### config.mk
export PLATFORM = sky130hd
export DESIGN_NAME = gpio_setclr_port
export DESIGN_NICKNAME = d
export VERILOG_FILES = /design/src/rtl/gsp_pkg.sv /design/src/rtl/gsp_decode.sv /design/src/rtl/gsp_setclr_reg.sv /design/src/rtl/gsp_sync.sv /design/src/rtl/gpio_setclr_port.sv
export SDC_FILE = /design/constraint.sdc
export NUM_CORES = 1
export LEC_CHECK = 0
export CAP_MARGIN = 20
export CORE_MARGIN = 2
export CORE_UTILIZATION = 44
export DETAILED_ROUTE_END_ITERATION = 8
export PLACE_DENSITY_LB_ADDON = 0.08
export SETUP_SLACK_MARGIN = 0.05
export SLEW_MARGIN = 5
export SYNTH_ARGS = -nofsm -noshare
export SYNTH_HDL_FRONTEND = slang
export SYNTH_HIERARCHICAL = 1
export SYNTH_SLANG_ARGS = --single-unit
### constraint.sdc
create_clock -name clk -period 1.08 [get_ports clk]
set_clock_uncertainty 0.2 [all_clocks]
set_input_delay 0.108 -clock clk [delete_from_list [all_inputs] [get_ports clk]]
set_output_delay 0.108 -clock clk [all_outputs]
set_load 0.02 [all_outputs]
### src/rtl/gsp_pkg.sv
package gsp_pkg;

  // Register selection decoded from the bus offset
  typedef enum logic [2:0] {
    GSP_NONE,
    GSP_OUT_SET,
    GSP_OUT_CLR,
    GSP_OE_SET,
    GSP_OE_CLR,
    GSP_PIN_LVL
  } gsp_sel_e;

  // Byte offsets; software depends on these values
  localparam int unsigned GSP_OFF_OUT_SET = 32'h00;
  localparam int unsigned GSP_OFF_OUT_CLR = 32'h10;
  localparam int unsigned GSP_OFF_OE_SET  = 32'h20;
  localparam int unsigned GSP_OFF_OE_CLR  = 32'h30;
  localparam int unsigned GSP_OFF_PIN_LVL = 32'h40;

endpackage

### src/rtl/gsp_decode.sv
module gsp_decode
  import gsp_pkg::*;
#(
  parameter int AW = 8
) (
  input  logic [AW-1:0] addr,
  output gsp_sel_e      sel
);

  always_comb begin
    if (addr == AW'(GSP_OFF_OUT_SET))      sel = GSP_OUT_SET;
    else if (addr == AW'(GSP_OFF_OUT_CLR)) sel = GSP_OUT_CLR;
    else if (addr == AW'(GSP_OFF_OE_SET))  sel = GSP_OE_SET;
    else if (addr == AW'(GSP_OFF_OE_CLR))  sel = GSP_OE_CLR;
    else if (addr == AW'(GSP_OFF_PIN_LVL)) sel = GSP_PIN_LVL;
    else                                   sel = GSP_NONE;
  end

endmodule

### src/rtl/gsp_setclr_reg.sv
module gsp_setclr_reg #(
  parameter int W = 32
) (
  input  logic         clk,
  input  logic         rst_n,
  input  logic         set_en,
  input  logic         clr_en,
  input  logic [W-1:0] mask,
  output logic [W-1:0] q
);

  // Next value of the latch for one set or clear event
  function automatic logic [W-1:0] next_bits(input logic [W-1:0] cur,
                                             input logic set_i,
                                             input logic clr_i,
                                             input logic [W-1:0] m);
    logic [W-1:0] r;
    r = cur;
    if (set_i) r = r | m;
    if (clr_i) r = r & ~m;
    return r;
  endfunction

  always_ff @(posedge clk or negedge rst_n) begin
    if (!rst_n) q <= '0;
    else        q <= next_bits(q, set_en, clr_en, mask);
  end

  AST_SET_REACHES_BITS: assert property (@(posedge clk) disable iff (!rst_n)
    set_en |=> ((q & $past(mask)) == $past(mask)));
  AST_CLR_REACHES_BITS: assert property (@(posedge clk) disable iff (!rst_n)
    clr_en |=> ((q & $past(mask)) == '0));
  AST_OTHER_BITS_KEPT: assert property (@(posedge clk) disable iff (!rst_n)
    (set_en || clr_en) |=> ((q & ~$past(mask)) == ($past(q) & ~$past(mask))));
  AST_ZERO_MASK_INERT: assert property (@(posedge clk) disable iff (!rst_n)
    (mask == '0) |=> $stable(q));
  AST_IDLE_INERT: assert property (@(posedge clk) disable iff (!rst_n)
    (!set_en && !clr_en) |=> $stable(q));

endmodule

### src/rtl/gsp_sync.sv
module gsp_sync #(
  parameter int W      = 32,
  parameter int STAGES = 2
) (
  input  logic         clk,
  input  logic         rst_n,
  input  logic [W-1:0] din,
  output logic [W-1:0] dout
);

  logic [W-1:0] stage_q [STAGES];

  always_ff @(posedge clk or negedge rst_n) begin
    if (!rst_n) stage_q[0] <= '0;
    else        stage_q[0] <= din;
  end

  for (genvar i = 1; i < STAGES; i++) begin : g_stage
    always_ff @(posedge clk or negedge rst_n) begin
      if (!rst_n) stage_q[i] <= '0;
      else        stage_q[i] <= stage_q[i-1];
    end
  end

  assign dout = stage_q[STAGES-1];

  // Cycles since reset, saturating at STAGES, so the delay check
  // never reaches back into reset
  logic [7:0] warm_q;
  always_ff @(posedge clk or negedge rst_n) begin
    if (!rst_n)                    warm_q <= '0;
    else if (warm_q != 8'(STAGES)) warm_q <= warm_q + 8'd1;
  end

  AST_SYNC_LATENCY: assert property (@(posedge clk) disable iff (!rst_n)
    (warm_q == 8'(STAGES)) |-> (dout == $past(din, STAGES)));

endmodule

### src/rtl/gpio_setclr_port.sv
module gpio_setclr_port
  import gsp_pkg::*;
#(
  parameter int W  = 32,
  parameter int AW = 8
) (
  input  logic          clk,
  input  logic          rst_n,
  input  logic          bus_req,
  input  logic          bus_we,
  input  logic [AW-1:0] bus_addr,
  input  logic [W-1:0]  bus_wdata,
  output logic          bus_ack,
  output logic [W-1:0]  bus_rdata,
  input  logic [W-1:0]  pad_in,
  output logic [W-1:0]  pad_out,
  output logic [W-1:0]  pad_oe
);

  gsp_sel_e     sel;
  logic [W-1:0] pin_lvl;

  // Named access events
  logic wr_hit, rd_hit;
  logic ev_out_set, ev_out_clr, ev_oe_set, ev_oe_clr;

  assign wr_hit     = bus_req &&  bus_we;
  assign rd_hit     = bus_req && !bus_we;
  assign ev_out_set = wr_hit && (sel == GSP_OUT_SET);
  assign ev_out_clr = wr_hit && (sel == GSP_OUT_CLR);
  assign ev_oe_set  = wr_hit && (sel == GSP_OE_SET);
  assign ev_oe_clr  = wr_hit && (sel == GSP_OE_CLR);

  gsp_decode #(.AW(AW)) u_decode (
    .addr (bus_addr),
    .sel  (sel)
  );

  gsp_setclr_reg #(.W(W)) u_out_latch (
    .clk    (clk),
    .rst_n  (rst_n),
    .set_en (ev_out_set),
    .clr_en (ev_out_clr),
    .mask   (bus_wdata),
    .q      (pad_out)
  );

  gsp_setclr_reg #(.W(W)) u_oe_latch (
    .clk    (clk),
    .rst_n  (rst_n),
    .set_en (ev_oe_set),
    .clr_en (ev_oe_clr),
    .mask   (bus_wdata),
    .q      (pad_oe)
  );

  gsp_sync #(.W(W), .STAGES(2)) u_pin_sync (
    .clk   (clk),
    .rst_n (rst_n),
    .din   (pad_in),
    .dout  (pin_lvl)
  );

  // Read-back word for a decoded selection
  function automatic logic [W-1:0] read_word(input gsp_sel_e s,
                                             input logic [W-1:0] o,
                                             input logic [W-1:0] e,
                                             input logic [W-1:0] l);
    case (s)
      GSP_OUT_SET, GSP_OUT_CLR: return o;
      GSP_OE_SET,  GSP_OE_CLR:  return e;
      GSP_PIN_LVL:              return l;
      default:                  return '0;
    endcase
  endfunction

  always_ff @(posedge clk or negedge rst_n) begin
    if (!rst_n) begin
      bus_ack   <= 1'b0;
      bus_rdata <= '0;
    end else begin
      bus_ack   <= bus_req;
      bus_rdata <= rd_hit ? read_word(sel, pad_out, pad_oe, pin_lvl) : '0;
    end
  end

  AST_ONE_EVENT: assert property (@(posedge clk) disable iff (!rst_n)
    $onehot0({ev_out_set, ev_out_clr, ev_oe_set, ev_oe_clr}));
  AST_ACK_FOLLOWS_REQ: assert property (@(posedge clk) disable iff (!rst_n)
    bus_req |=> bus_ack);
  AST_NO_SPURIOUS_ACK: assert property (@(posedge clk) disable iff (!rst_n)
    !bus_req |=> !bus_ack);
  AST_RDATA_QUIET: assert property (@(posedge clk) disable iff (!rst_n)
    !bus_ack |-> (bus_rdata == '0));
  AST_READ_OUT_LATCH: assert property (@(posedge clk) disable iff (!rst_n)
    (rd_hit && (sel == GSP_OUT_SET || sel == GSP_OUT_CLR)) |=>
      (bus_rdata == $past(pad_out)));
  AST_READ_OE_LATCH: assert property (@(posedge clk) disable iff (!rst_n)
    (rd_hit && (sel == GSP_OE_SET || sel == GSP_OE_CLR)) |=>
      (bus_rdata == $past(pad_oe)));
  AST_UNMAPPED_WRITE_INERT: assert property (@(posedge clk) disable iff (!rst_n)
    (wr_hit && (sel == GSP_NONE || sel == GSP_PIN_LVL)) |=>
      ($stable(pad_out) && $stable(pad_oe)));
  AST_UNMAPPED_READ_ZERO: assert property (@(posedge clk) disable iff (!rst_n)
    (rd_hit && sel == GSP_NONE) |=> (bus_rdata == '0));
  AST_OE_SET_TAKES: assert property (@(posedge clk) disable iff (!rst_n)
    ev_oe_set |=> ((pad_oe & $past(bus_wdata)) == $past(bus_wdata)));

endmodule

[Word-level counts from Yosys, hierarchy flattened]
Cells that the tools add are included.
Cells by class
  eq/ne operators: 9
  mux-type cells: 11
  bitwise logic cells: 5
  reduce and logical (&&, ||, !) cells: 10
Operator list (count)
  two-way mux 32 bit: 5
  case mux 32 bit (3 select lines): 1
  bitwise AND 32 bit: 2
  OR 32 bit: 2
  NOT 32 bit: 1
  == test 8 x 6 -> 1 bit (second input constant): 2
  two-way mux 3 bit: 5
  == test 8 x 5 -> 1 bit (second input constant): 1
  == test 8 x 7 -> 1 bit (second input constant): 1
  logical NOT 8 bit: 1
  == test 3 x 2 -> 1 bit (second input constant): 2
  == test 3 bit (second input constant): 2
  logical AND 1 bit: 6
  OR reduction 2 bit: 2
  == test 3 x 1 -> 1 bit (second input constant): 1
  logical NOT 1 bit: 1
Word-level totals
  register bits: 161
  input port bits: 76
  logic and storage cells: 41

[Depth between registers and ports, before layout]
Gate-level depths: netlist (run 1).
  word-level depth: 11
  gate-level depth with buffers: 8

[Modules after synthesis]
Netlist (run 1), hierarchy kept.
Modules (own cells, without submodules)
  gpio_setclr_port: times used 1, cells each 201, area each 2421.1 sq um, seq. area each 825.8 sq um
  gsp_setclr_reg: times used 2, cells each 102, area each 1169.9 sq um, seq. area each 800.8 sq um
  gsp_sync: times used 1, cells each 96, area each 1841.8 sq um, seq. area each 1601.5 sq um
  gsp_decode: times used 1, cells each 7, area each 65.1 sq um, seq. area each 0.0 sq um

[Least setup slack after synthesis (run 1)]
No wires, ideal clock.
  kind: input to register
  from: in bus_addr[0]
  to: reg u_oe_latch.q[0]
  library setup time: 77 ps
  data arrival time: 2449 ps
  data required time: 803 ps
  slack: -1646 ps
  stages on the path: 8
  cells stage by stage: or4_4 -> nor4_1 -> buf_6 -> buf_2 -> nor4bb_1 -> buf_6 -> a21oi_1 -> a21oi_1
On the way
  elaborated cells on any way between the ends: 17
RTL lines
  from (decl): line gpio_setclr_port.sv:11  | input logic [AW-1:0] bus_addr,
  == test 8 x 6 -> 1 bit: line gsp_decode.sv:14  | else if (addr == AW'(GSP_OFF_OE_CLR)) sel = GSP_OE_CLR;
  two-way mux 3 bit: line gsp_decode.sv:14
  two-way mux 3 bit: line gsp_decode.sv:13  | else if (addr == AW'(GSP_OFF_OE_SET)) sel = GSP_OE_SET;
  two-way mux 3 bit: line gsp_decode.sv:12  | else if (addr == AW'(GSP_OFF_OUT_CLR)) sel = GSP_OUT_CLR;
  two-way mux 3 bit *: line gsp_decode.sv:11  | if (addr == AW'(GSP_OFF_OUT_SET)) sel = GSP_OUT_SET;
  named net sel[1]: line gpio_setclr_port.sv:20  | gsp_sel_e sel;
  == test 3 x 2 -> 1 bit *: line gpio_setclr_port.sv:31  | assign ev_oe_set = wr_hit && (sel == GSP_OE_SET);
  logical AND 1 bit *: line gpio_setclr_port.sv:31
  named net ev_oe_set: line gpio_setclr_port.sv:25  | logic ev_out_set, ev_out_clr, ev_oe_set, ev_oe_clr;
  two-way mux 32 bit *: line gsp_setclr_reg.sv:19  | if (set_i) r = r | m;
  bitwise AND 32 bit: line gsp_setclr_reg.sv:20  | if (clr_i) r = r & ~m;
  two-way mux 32 bit *: line gsp_setclr_reg.sv:20
  to (signal assigned): line gsp_setclr_reg.sv:26  | else q <= next_bits(q, set_en, clr_en, mask);
  to (decl): line gsp_setclr_reg.sv:9  | output logic [W-1:0] q
Mark *: on every way through the listed nets, which the timed path passes. The rest lies on a longest branch.

[Final worst setup path (run 1)]
  from: in bus_addr[2]
  to: reg bus_rdata[11]
On the way
  longest elaborated chain between the ends: 10
  elaborated cells on any way between the ends: 19
RTL lines
  == test 8 x 7 -> 1 bit: line gsp_decode.sv:15  | else if (addr == AW'(GSP_OFF_PIN_LVL)) sel = GSP_PIN_LVL;
  two-way mux 3 bit: line gsp_decode.sv:15
  two-way mux 3 bit: line gsp_decode.sv:14
  two-way mux 3 bit: line gsp_decode.sv:13
  two-way mux 3 bit: line gsp_decode.sv:12
  two-way mux 3 bit *: line gsp_decode.sv:11
  named net sel[2]: line gpio_setclr_port.sv:20
  == test 3 x 2 -> 1 bit, or another cell as far along: line gpio_setclr_port.sv:69  | case (s)
  OR reduction 2 bit: line gpio_setclr_port.sv:69
  case mux 32 bit (3 select lines) *: line gpio_setclr_port.sv:69
  two-way mux 32 bit *: line gpio_setclr_port.sv:83  | bus_rdata <= rd_hit ? read_word(sel, pad_out, pad_oe, pin_lvl) : '0;
  to (signal assigned): line gpio_setclr_port.sv:83
  to (decl): line gpio_setclr_port.sv:14  | output logic [W-1:0] bus_rdata,
Marked as above.

==> results of run 1 <==
## registers in the layout, summed over array words and instances, names as in the netlist
signal              cells
bus_rdata              32
u_oe_latch/q           32
u_out_latch/q          32
u_pin_sync/dout        32
u_pin_sync/stage_q     32
bus_ack                 1
## report_power, final
group / leakage, µW / switching (µW) / internal [µW]
Clock: 0.000269 / 2370 / 3350
Combinational: 0.00255 / 724 / 829
Sequential: 0.00209 / 121 / 6240
## synth_stat cells
| cell | count |
|---|---|
| nand4b_4 | 1 |
| nor3b_1 | 1 |
| buf_6 | 11 |
| buf_2 | 18 |
| nor2b_1 | 2 |
| nor4_1 | 1 |
| mux2i_1 | 32 |
| nand3b_1 | 1 |
| or4_4 | 1 |
| a21oi_1 | 128 |
| clkbuf_1 | 6 |
| a2111oi_2 | 1 |
| nor4b_1 | 2 |
| a2bb2oi_1 | 32 |
| nor4bb_1 | 1 |
| buf_12 | 3 |
| xnor2_1 | 1 |
| nand2_1 | 2 |
| or3b_2 | 1 |
| buf_4 | 36 |
| a211oi_2 | 31 |
| dfrtp_1 | 161 |
| a211oi_1 | 2 |
| or3_4 | 1 |
| a221oi_1 | 32 |
## stage by stage
| step | setup slack (ns) | hold slack (ns) | setup TNS (ns) |
|---|---|---|---|
| floorplan | -1.180 | -0.3876 | -103.78 |
| global placement | -1.636 | -0.2193 | -169.52 |
| detailed placement | -1.669 | -0.2123 | -171.22 |
| CTS | -0.9897 | -0.08754 | -107.61 |
| global route | -1.113 | -0.08480 | -119.69 |
| finish | -1.055 | -0.08182 | -110.03 |
## kinds of logic after synthesis
| kind of cell | count (synthesis) | share of synthesized area [%] |
|---|---|---|
| AO/OA/AOI/OAI | 226 | 24.28 |
| AND/OR/NAND/NOR | 14 | 1.858 |
| buffers and inverters | 74 | 8.501 |
| flip-flops | 161 | 60.42 |
| XOR/XNOR | 1 | 0.1314 |
| multiplexers | 32 | 4.804 |
## critical path, stage by stage
cell and delay [ns]:
buf_6 0.09, or4_4 0.56, buf_4 0.16, a211oi_4 0.18
buf_12 0.16, buf_12 0.13, buf_12 0.16, mux2i_1 0.21
a2bb2oi_1 0.30, a211oi_2 0.14
## metal layers
| layer | global-route usage (%) | routed length, µm |
|---|---|---|
| met3 | 7.412 | 1620 |
| met2 | 43.99 | 11010 |
| met4 | 9.632 | 633 |
| met1 | 35.71 | 9227 |
| met5 | 0 | 0 |
## layout by cell type, fill, tap and decap left out, types with 4 or more instances in the layout
cell type / instances
clkdlybuf4s50_1: 66
a221oi_1: 14
a21oi_1: 78
buf_4: 92
a21oi_2: 41
buf_8: 7
a221oi_4: 4
clkinv_2: 4
dlygate4sd2_1: 4
buf_16: 10
a221oi_2: 14
dlygate4sd3_1: 33
clkbuf_16: 19
dfrtp_1: 160
a2bb2oi_1: 19
a211oi_2: 29
a211oi_4: 4
buf_6: 112
mux2i_1: 27
a2bb2oi_2: 12
buf_12: 19
mux2i_2: 4
a21oi_4: 9
## worst paths after layout
kind,start,to,cells after the start
setup / recovery,bus_addr[2],bus_rdata[11],10
hold / removal,rst_n,u_oe_latch/q[4],2
setup reg to reg,u_out_latch/q[11],bus_rdata[11],4
hold reg to reg,u_pin_sync/stage_q[54],u_pin_sync/dout[22],0
max in group asynchronous,rst_n,u_pin_sync/stage_q[47],3
min in group clk,bus_req,bus_ack,2
## what timing repair did
item | in CTS | in global routing
hold endpoints to repair | 192 | 16
cloned | 12 | 2
hold buffers | 32 | 1
gates resized for setup | 686 | 68
pin swaps | 17 | 6
endpoints found under the setup margin | 193 | 193
setup buffers | 17 | 7
## layout make-up
type	count	area [µm²]	share of cell area, %
diodes	1	2.502	0.02193
clock buffers	23	478.0	4.189
clock inverters	9	81.33	0.7128
multi-input cells	273	2746	24.07
flip-flops and latches	161	4030	35.32
well taps	184	230.2	2.018
repair buffers	349	3841	33.67
==> metrics.csv, run 1 <==
metric,value,unit
Critical Path Start Type,primary input,
Initial DRC Count,439,
cell taking the most area after synthesis,dfrtp_1,
fin crit period,2.135,ns
Worst-Skew Late Latency,0.42,ns
clock root buffer,clkbuf_16,
Final Setup Violations,193,
placed cells,897,
core area,14640,µm²
post-layout util,77.91,%
Num CTS Buffers,17,
fillers,870,
Final ANT Viol Nets,0,
leak pwr,0.004905,µW
GPL Wtd Cong,0.8195,
"Distinct cells, synth",25,
vias per inst,5.719,
"top cells by area, synth","dfrtp_1 60%, a21oi_1 9.6%, a211oi_2 5.8%, mux2i_1 4.8%, a221oi_1 4.2%",
maximum VDD drop,1174,µV
setup slack after layout,-1.055,ns
largest net degree at the start of global routing,34,
nature of the critical path endpoint,flop,
post-synth top area share,60.42,%
FMAX,468.4,MHz
Worst slew margin,76.52,%
DRT Pass-1 Iters,5,
gate count after technology mapping,508,
post-route insts no fill,1000,
unrepaired setup endpoints after global routing,true,
CP Data Arrival Time,2.22,ns
Vias,5719,
maxcap violations,0,
R2R Setup Slk,-0.39,ns
final hold vios,15,
synthesis-to-layout area growth,71.12,%
row count,44,
DIE HEIGHT,127.1,µm
failing checks,"negative hold slack, negative setup slack",
WL final,22.49,mm
Die X,127.1,µm
CTS tree,built,
Clock Pin Slew Worst Setup and Hold Paths,0.06,ns
Synth Register Bits,161,
Pwr Density,1194,nW/µm²
syn_area_per_cell,13.13,µm²
CP required,1.16,ns
status,"complete, but fails checks",
H-tree depth,4,
CTS sink count,161,
final instance area,11410,µm²
Die ar.,16150,µm²
Worst-Margin Slew,0.3521,ns
Hold Crit Class,primary input to asynchronous set/reset pin,
nets@finish,878,
CTS max path bufs,2,
Placed Area,9156,µm²
maximum fanout along the worst path,10,
ratio of cells with drive above 1 in the final layout,49.82,%
critical path class,primary input to flop,
Detail Placement HPWL,12.49,mm
# port buffers,172,
Tcrit/Tclk final,197.7,%
DRC Markers,0,
drt wl/cell,22.49,µm
Synthesis Warnings,6,
global-route wire length before repair,33.38,mm
IO Pins,173,
WHS,-0.08182,ns
grt ovf,0,
overall routing resource usage,27.23,%
"Net Count, Synth",584,
initial antenna violation count,0,
Power Total,13630,µW
Synth Cell Area,6668,µm²
Pins Over Slew Limit,0,
initial core utilization,45.53,%
post-synthesis sequential area ratio,60.42,%
vias in the first global route,6082,
Note: power is estimated with default switching activity, not from simulation.
==> run 2, diff against run 1 <==
CORE_MARGIN = 10   (was 2)
==> run 2 against run 1 <==
  * The run still ends with negative hold slack, negative setup slack left
  * Clock power grew 14%
  * Global-route usage shrank 4.3 points
  * Via count grew 1.5%
  * Total power grew 7.2%
  * Clock-buffer cell count shrank 3
  * Sequential cell count is the same
  * Sequential power is essentially flat
  * Worst setup slack gained 0.081 ns
  * First-iteration DRC count shrank 0.23%
  * Cell area grew 7.4%
  * Critical path type unchanged
==> metrics.csv, run 2 (synthesis gave the netlist of run 1 again) <==
metric,value,unit,change
status,"complete, but fails checks",,unchanged
failing checks,"negative hold slack, negative setup slack",,unchanged
sequential share of power,43.5,%,was 46.7%
Critical Path Start Type,primary input,,unchanged
initial antenna violation count,1,,was 0
Setup Total Neg Slack,-102.72,ns,was -110.03 ns
crit-path most repeated cell,buf_6,,was buf_12
unrepaired setup endpoints after global routing,true,,unchanged
core area,14700,µm²,was 14640 µm²
Clock Pin Slew Worst Setup and Hold Paths,0.06,ns,about the same
"Slowest-stage cell, CP",or4_4,,unchanged
WHS,-0.1167,ns,was -0.08182 ns
overall routing resource usage,22.90,%,was 27.23%
DRC Markers,0,,unchanged
CP Cell Sequence,buf_6 > or4_4 > a211oi_4 > buf_6 > buf_6 > buf_12 > buf_6 > nor4bb_4 > buf_6 > clkbuf_16 > a21oi_2 > a21oi_1,,was buf_6 > or4_4 > buf_4 > a211oi_4 > buf_12 > buf_12 > buf_12 > mux2i_1 > a2bb2oi_1 > a211oi_2
GPL Wtd Cong,0.8145,,was 0.8195
nature of the critical path endpoint,flop,,unchanged
Sw Ratio,23.90,%,was 23.59%
Tcrit/Tclk final,190.2,%,was 197.7%
Die X,143.1,µm,was 127.1 µm
clock root buffer,clkbuf_16,,unchanged
critical path class,primary input to flop,,unchanged
DRT Pass-1 Iters,4,,was 5
Internal Power,11120,µW,was 10410 µW
row count,44,,unchanged
Final ANT Viol Nets,0,,unchanged
FMAX,486.8,MHz,was 468.4 MHz
ratio of cells with drive above 1 in the final layout,59.25,%,was 49.82%
vias in the first global route,6346,,was 6082
Num CTS Buffers,17,,unchanged
final hold vios,10,,was 15
Pwr Density,1192,nW/µm²,was 1194 nW/µm²
fillers,719,,was 870
Detail Placement HPWL,14.00,mm,was 12.49 mm
most frequent cells in the layout,"161 x dfrtp_1, 125 x buf_6, 89 x buf_4, 75 x a21oi_2, 64 x clkdlybuf4s50_1",,"was 160 x dfrtp_1, 112 x buf_6, 92 x buf_4, 78 x a21oi_1, 66 x clkdlybuf4s50_1"
vias per inst,5.740,,was 5.719
Placed Area,9139,µm²,was 9156 µm²
post-route insts no fill,1011,,was 1000
grt ovf,0,,unchanged
synthesis-to-layout area growth,83.79,%,was 71.12%
Final Setup Violations,193,,unchanged
P_sw,3492,µW,was 3214 µW
nets@finish,890,,was 878
Worst slew margin,67.60,%,was 76.52%
Initial DRC Count,438,,was 439
global-route wire length before repair,36.00,mm,was 33.38 mm
fin crit period,2.054,ns,was 2.135 ns
drt wl/cell,25.70,µm,was 22.49 µm
largest net degree at the start of global routing,41,,was 34
IO Pins,173,,unchanged
CTS tree,built,,unchanged
initial core utilization,45.36,%,was 45.53%
WL final,25.99,mm,was 22.49 mm
Worst-Margin Slew,0.4860,ns,was 0.3521 ns
setup slack after layout,-0.9743,ns,was -1.055 ns
# hold bufs at CTS,33,,was 32
placed cells,902,,was 897
"most common cell after layout, fill and taps aside",dfrtp_1,,unchanged
clock share of power,44.7,%,was 41.9%
CP Data Arrival Time,2.16,ns,was 2.22 ns
Vias,5803,,was 5719
# port buffers,172,,unchanged
DIE HEIGHT,143.1,µm,was 127.1 µm
leak pwr,0.005095,µW,was 0.004905 µW
CTS sink count,161,,unchanged
maximum VDD drop,1359,µV,was 1174 µV
final instance area,12250,µm²,was 11410 µm²
Worst-Skew Late Latency,0.43,ns,was 0.42 ns
H-tree depth,4,,unchanged
combinational power share,11.8,%,was 11.4%
Hold Crit Class,primary input to asynchronous set/reset pin,,unchanged
antenna cells,0,,was 1
CTS max path bufs,2,,unchanged
maxcap violations,0,,unchanged
maximum fanout along the worst path,6,,was 10
Die ar.,20480,µm²,was 16150 µm²
CP max stage delay,0.58,ns,was 0.56 ns
CP required,1.19,ns,was 1.16 ns
Pins Over Slew Limit,0,,unchanged
==> run 2: worst max-delay path, delay by kind of cell <==
kind | cells | cell delay [ns]
buffers and inverters | 7 | 0.96
and+or+nand+nor | 2 | 0.62
AOI/OAI and AO/OA | 3 | 0.46
==> run 2: final cells by class <==
| type | instances | area (µm²) | area share, % |
|---|---|---|---|
| tap | 184 | 230.2 | 1.879 |
| sequential | 161 | 4029 | 32.88 |
| clock inverter | 12 | 180.2 | 1.470 |
| clock buffer | 20 | 456.7 | 3.727 |
| multi-input combinational | 273 | 3314 | 27.05 |
| timing repair buffer | 361 | 4044 | 33.00 |
==> run 2: power groups by stage <==
| stage | registers (µW) | clock network, µW | logic [µW] |
|---|---|---|---|
| floorplan | 6550 | 0 | 349 |
| global placement | 6430 | 0 | 1280 |
| detailed placement | 6440 | 0 | 1300 |
| CTS | 6350 | 6560 | 1580 |
| global route | 6370 | 6800 | 1830 |
| finish | 6350 | 6530 | 1720 |
==> run 2: path summary, 6_finish.rpt <==
| kind | startpoint | end | slack [ns] | cells past startpoint |
|---|---|---|---|---|
| min reg2reg | u_pin_sync/stage_q[38] | u_pin_sync/dout[6] | 0.15 | 0 |
| max reg2reg | u_out_latch/q[8] | bus_rdata[8] | -0.33 | 4 |
| max | bus_addr[3] | u_oe_latch/q[17] | -0.97 | 12 |
| min | rst_n | u_pin_sync/stage_q[39] | -0.12 | 2 |
| min in group clk | pad_in[15] | u_pin_sync/stage_q[47] | 0.11 | 1 |
| max in group asynchronous | rst_n | u_pin_sync/dout[28] | 0.32 | 3 |
==> run 2: routing by layer <==
metal | part of all wire [%] | vias up | track usage (%)
li1 | - | 2517 | -
met1 | 38 | 2983 | 27.41
met2 | 52 | 240 | 38.49
met3 | 6.6 | 61 | 5.672
met4 | 3.1 | 2 | 9.663
met5 | 0.050 | - | 0
==> run 2: repair_timing <==
action,in CTS,in global routing
gates resized for setup,748,116
pin swaps,47,34
endpoints found under the hold margin,193,10
endpoints found under the setup margin,193,195
buffers inserted,25,5
gates cloned,10,9
==> run 2: through the flow <==
step           setup slack [ns]  util, %  total power (µW)
6_report                -0.9743    83.37             14610
5_1_grt                  -1.008    83.37             14990
4_1_cts                 -0.9021    77.76             14480
3_5_place_dp             -1.629    62.17              7738
3_3_place_gp             -1.611    62.17              7705
2_1_floorplan            -1.180        -              6897
==> run 3, diff against run 2 <==
CORE_ASPECT_RATIO = 1.4   (was unset)
==> run 3 against run 2 <==
  * The flow still finishes with violations (negative hold slack, negative setup slack)
  * Total power fell by 1.5%
  * First-iteration DRC count fell by 41%
  * Clock power barely moved
  * Worst hold slack improved by 0.0053 ns
  * Core utilization fell by 8.8 points
  * Maximum frequency fell by 3.9%
  * Non-clock buffer count fell by 19
  * Clock-buffer cell count rose by 1
  * Critical path depth fell by 1
  * Critical path type unchanged
  * Critical endpoint is now bus_rdata[16]
  * Highest routed layer is now met4
==> metrics.csv, run 3 (synthesis gave the netlist of run 1 again) <==
metric,value,unit,change
status,"complete, but fails checks",,unchanged
failing checks,"negative hold slack, negative setup slack",,unchanged
Detail Placement HPWL,14.07,mm,was 14.00 mm
Worst-Margin Slew,0.4478,ns,was 0.4860 ns
Die ar.,20550,µm²,was 20480 µm²
fillers,1005,,was 719
final hold vios,11,,was 10
FF+latch area,4029,µm²,unchanged
"most common cell after layout, fill and taps aside",dfrtp_1,,unchanged
CP max stage delay,0.58,ns,about the same
Worst-Skew Late Latency,0.42,ns,was 0.43 ns
Hold Crit Class,primary input to asynchronous set/reset pin,,unchanged
core area,14920,µm²,was 14700 µm²
Tcrit/Tclk final,198.0,%,was 190.2%
global-route wire length before repair,32.49,mm,was 36.00 mm
final instance area,11130,µm²,was 12250 µm²
DRT Pass-1 Iters,4,,unchanged
"Slowest-stage cell, CP",or4_4,,unchanged
vias per inst,5.468,,was 5.740
overall routing resource usage,20.22,%,was 22.90%
Vias,5468,,was 5803
Pins Over Slew Limit,0,,unchanged
leak pwr,0.004783,µW,was 0.005095 µW
# hold bufs at CTS,33,,unchanged
maxcap violations,0,,unchanged
CP bufs+invs,6,,was 7
grt ovf,0,,unchanged
largest net degree at the start of global routing,50,,was 41
initial antenna violation count,0,,was 1
nets@finish,871,,was 890
CP Cell Sequence,buf_6 > or4_4 > buf_6 > a211oi_4 > buf_6 > buf_12 > buf_12 > buf_8 > mux2i_4 > a2bb2oi_2 > a211oi_2,,was buf_6 > or4_4 > a211oi_4 > buf_6 > buf_6 > buf_12 > buf_6 > nor4bb_4 > buf_6 > clkbuf_16 > a21oi_2 > a21oi_1
Clock Pin Slew Worst Setup and Hold Paths,0.06,ns,about the same
Placed Area,9126,µm²,was 9139 µm²
GPL Wtd Cong,0.8154,,was 0.8145
maximum VDD drop,914.5,µV,was 1359 µV
fin crit period,2.139,ns,was 2.054 ns
"Largest delay share family, worst path",buffers and inverters,,unchanged
FMAX,467.6,MHz,was 486.8 MHz
CP required,1.17,ns,was 1.19 ns
DRC Markers,0,,unchanged
Pwr Density,1293,nW/µm²,was 1192 nW/µm²
IO Pins,173,,unchanged
H-tree depth,4,,unchanged
CP Data Arrival Time,2.23,ns,was 2.16 ns
multi-input logic area,2690,µm²,was 3314 µm²
CTS tree,built,,unchanged
setup slack after layout,-1.059,ns,was -0.9743 ns
Num CTS Buffers,17,,unchanged
unrepaired setup endpoints after global routing,true,,unchanged
WL final,21.38,mm,was 25.99 mm
Die X,124.0,µm,was 143.1 µm
critical path class,primary input to flop,,unchanged
# port buffers,172,,unchanged
WHS,-0.1114,ns,was -0.1167 ns
vias in the first global route,5999,,was 6346
Critical Path Start Type,primary input,,unchanged
Final ANT Viol Nets,0,,unchanged
clock root buffer,clkbuf_16,,unchanged
row count,53,,was 44
Worst slew margin,70.15,%,was 67.60%
CTS max path bufs,2,,unchanged
drt wl/cell,21.38,µm,was 25.70 µm
synthesis-to-layout area growth,66.92,%,was 83.79%
Initial DRC Count,260,,was 438
DIE HEIGHT,165.7,µm,was 143.1 µm
maximum fanout along the worst path,5,,was 6
Final Setup Violations,193,,unchanged
antenna cells,0,,unchanged
ratio of cells with drive above 1 in the final layout,50.25,%,was 59.25%
initial core utilization,44.69,%,was 45.36%
most frequent cells in the layout,"161 x dfrtp_1, 120 x buf_6, 96 x buf_4, 71 x a21oi_1, 65 x clkdlybuf4s50_1",,"was 161 x dfrtp_1, 125 x buf_6, 89 x buf_4, 75 x a21oi_2, 64 x clkdlybuf4s50_1"
crit-path most repeated cell,buf_6,,unchanged
CTS sink count,161,,unchanged
nature of the critical path endpoint,flop,,unchanged
run 3: cell count changes in the layout (fill, tap and decap cells not counted), sizes merged:
cell,previous run,this run
buf,251,239
clkdlybuf4s50,64,65
dlygate4sd2,3,4
clkbuf,28,21
clkinvlp,2,4
clkdlybuf4s15,2,1
clkinv,4,1
run 3: area by class of cell:
| cell class | count | share of cell area, % |
|---|---|---|
| Timing Repair Buffer | 342 | 31.66 |
| Sequential cell | 161 | 36.20 |
| Clock inverter | 11 | 1.585 |
| Multi-Input combinational cell | 273 | 24.17 |
| Tap cell | 192 | 2.159 |
| Clock buffer | 21 | 4.227 |
run 3: where the power goes:
group          internal, µW  switching, µW  leakage [µW]
logic                   830            705       0.00239
clock network          4070           2430      0.000303
registers              6240            118       0.00209
total                 11100           3250       0.00478
run 3: path summary, 6_finish.rpt:
kind                       slack (ns)                     end  depth (start not counted)                   start
setup / recovery                -1.06           bus_rdata[16]                         11             bus_addr[3]
hold / removal                  -0.11         u_oe_latch/q[8]                          2                   rst_n
setup reg to reg                -0.32           bus_rdata[25]                          3        u_oe_latch/q[25]
hold reg to reg                  0.14      u_pin_sync/dout[1]                          0  u_pin_sync/stage_q[33]
max in group asynchronous        0.28  u_pin_sync/stage_q[33]                          3                   rst_n
min in group clk                 0.12                 bus_ack                          2                 bus_req
run 3: what timing repair did:
| action | in CTS | in global routing |
|---|---|---|
| resized for setup | 660 | 82 |
| endpoints found under the setup margin | 193 | 194 |
| gates cloned | 4 | 1 |
| pin swaps | 18 | 13 |
| buffers inserted | 16 | 8 |
| hold endpoints to repair | 193 | 11 |
run 3: per-layer routing:
metal	vias to the layer above	track usage, %	wire length [µm]
li1	2461	-	-
met1	2765	23.71	8174
met2	192	34.33	11180
met3	50	5.784	1408
met4	0	6.426	620
met5	-	0	0
run 3: metrics by stage:
stage | worst slack, ns | utilization, % | cells | TNS (ns) | power, µW
2_1_floorplan | -1.180 | - | 508 | -103.78 | 6897
3_3_place_gp | -1.643 | 61.17 | 910 | -170.57 | 7700
3_5_place_dp | -1.674 | 61.17 | 910 | -174.32 | 7729
4_1_cts | -1.014 | 71.97 | 995 | -108.55 | 14390
5_1_grt | -1.100 | 74.59 | 1000 | -119.18 | 14900
6_report | -1.059 | 74.59 | 1000 | -111.53 | 14390
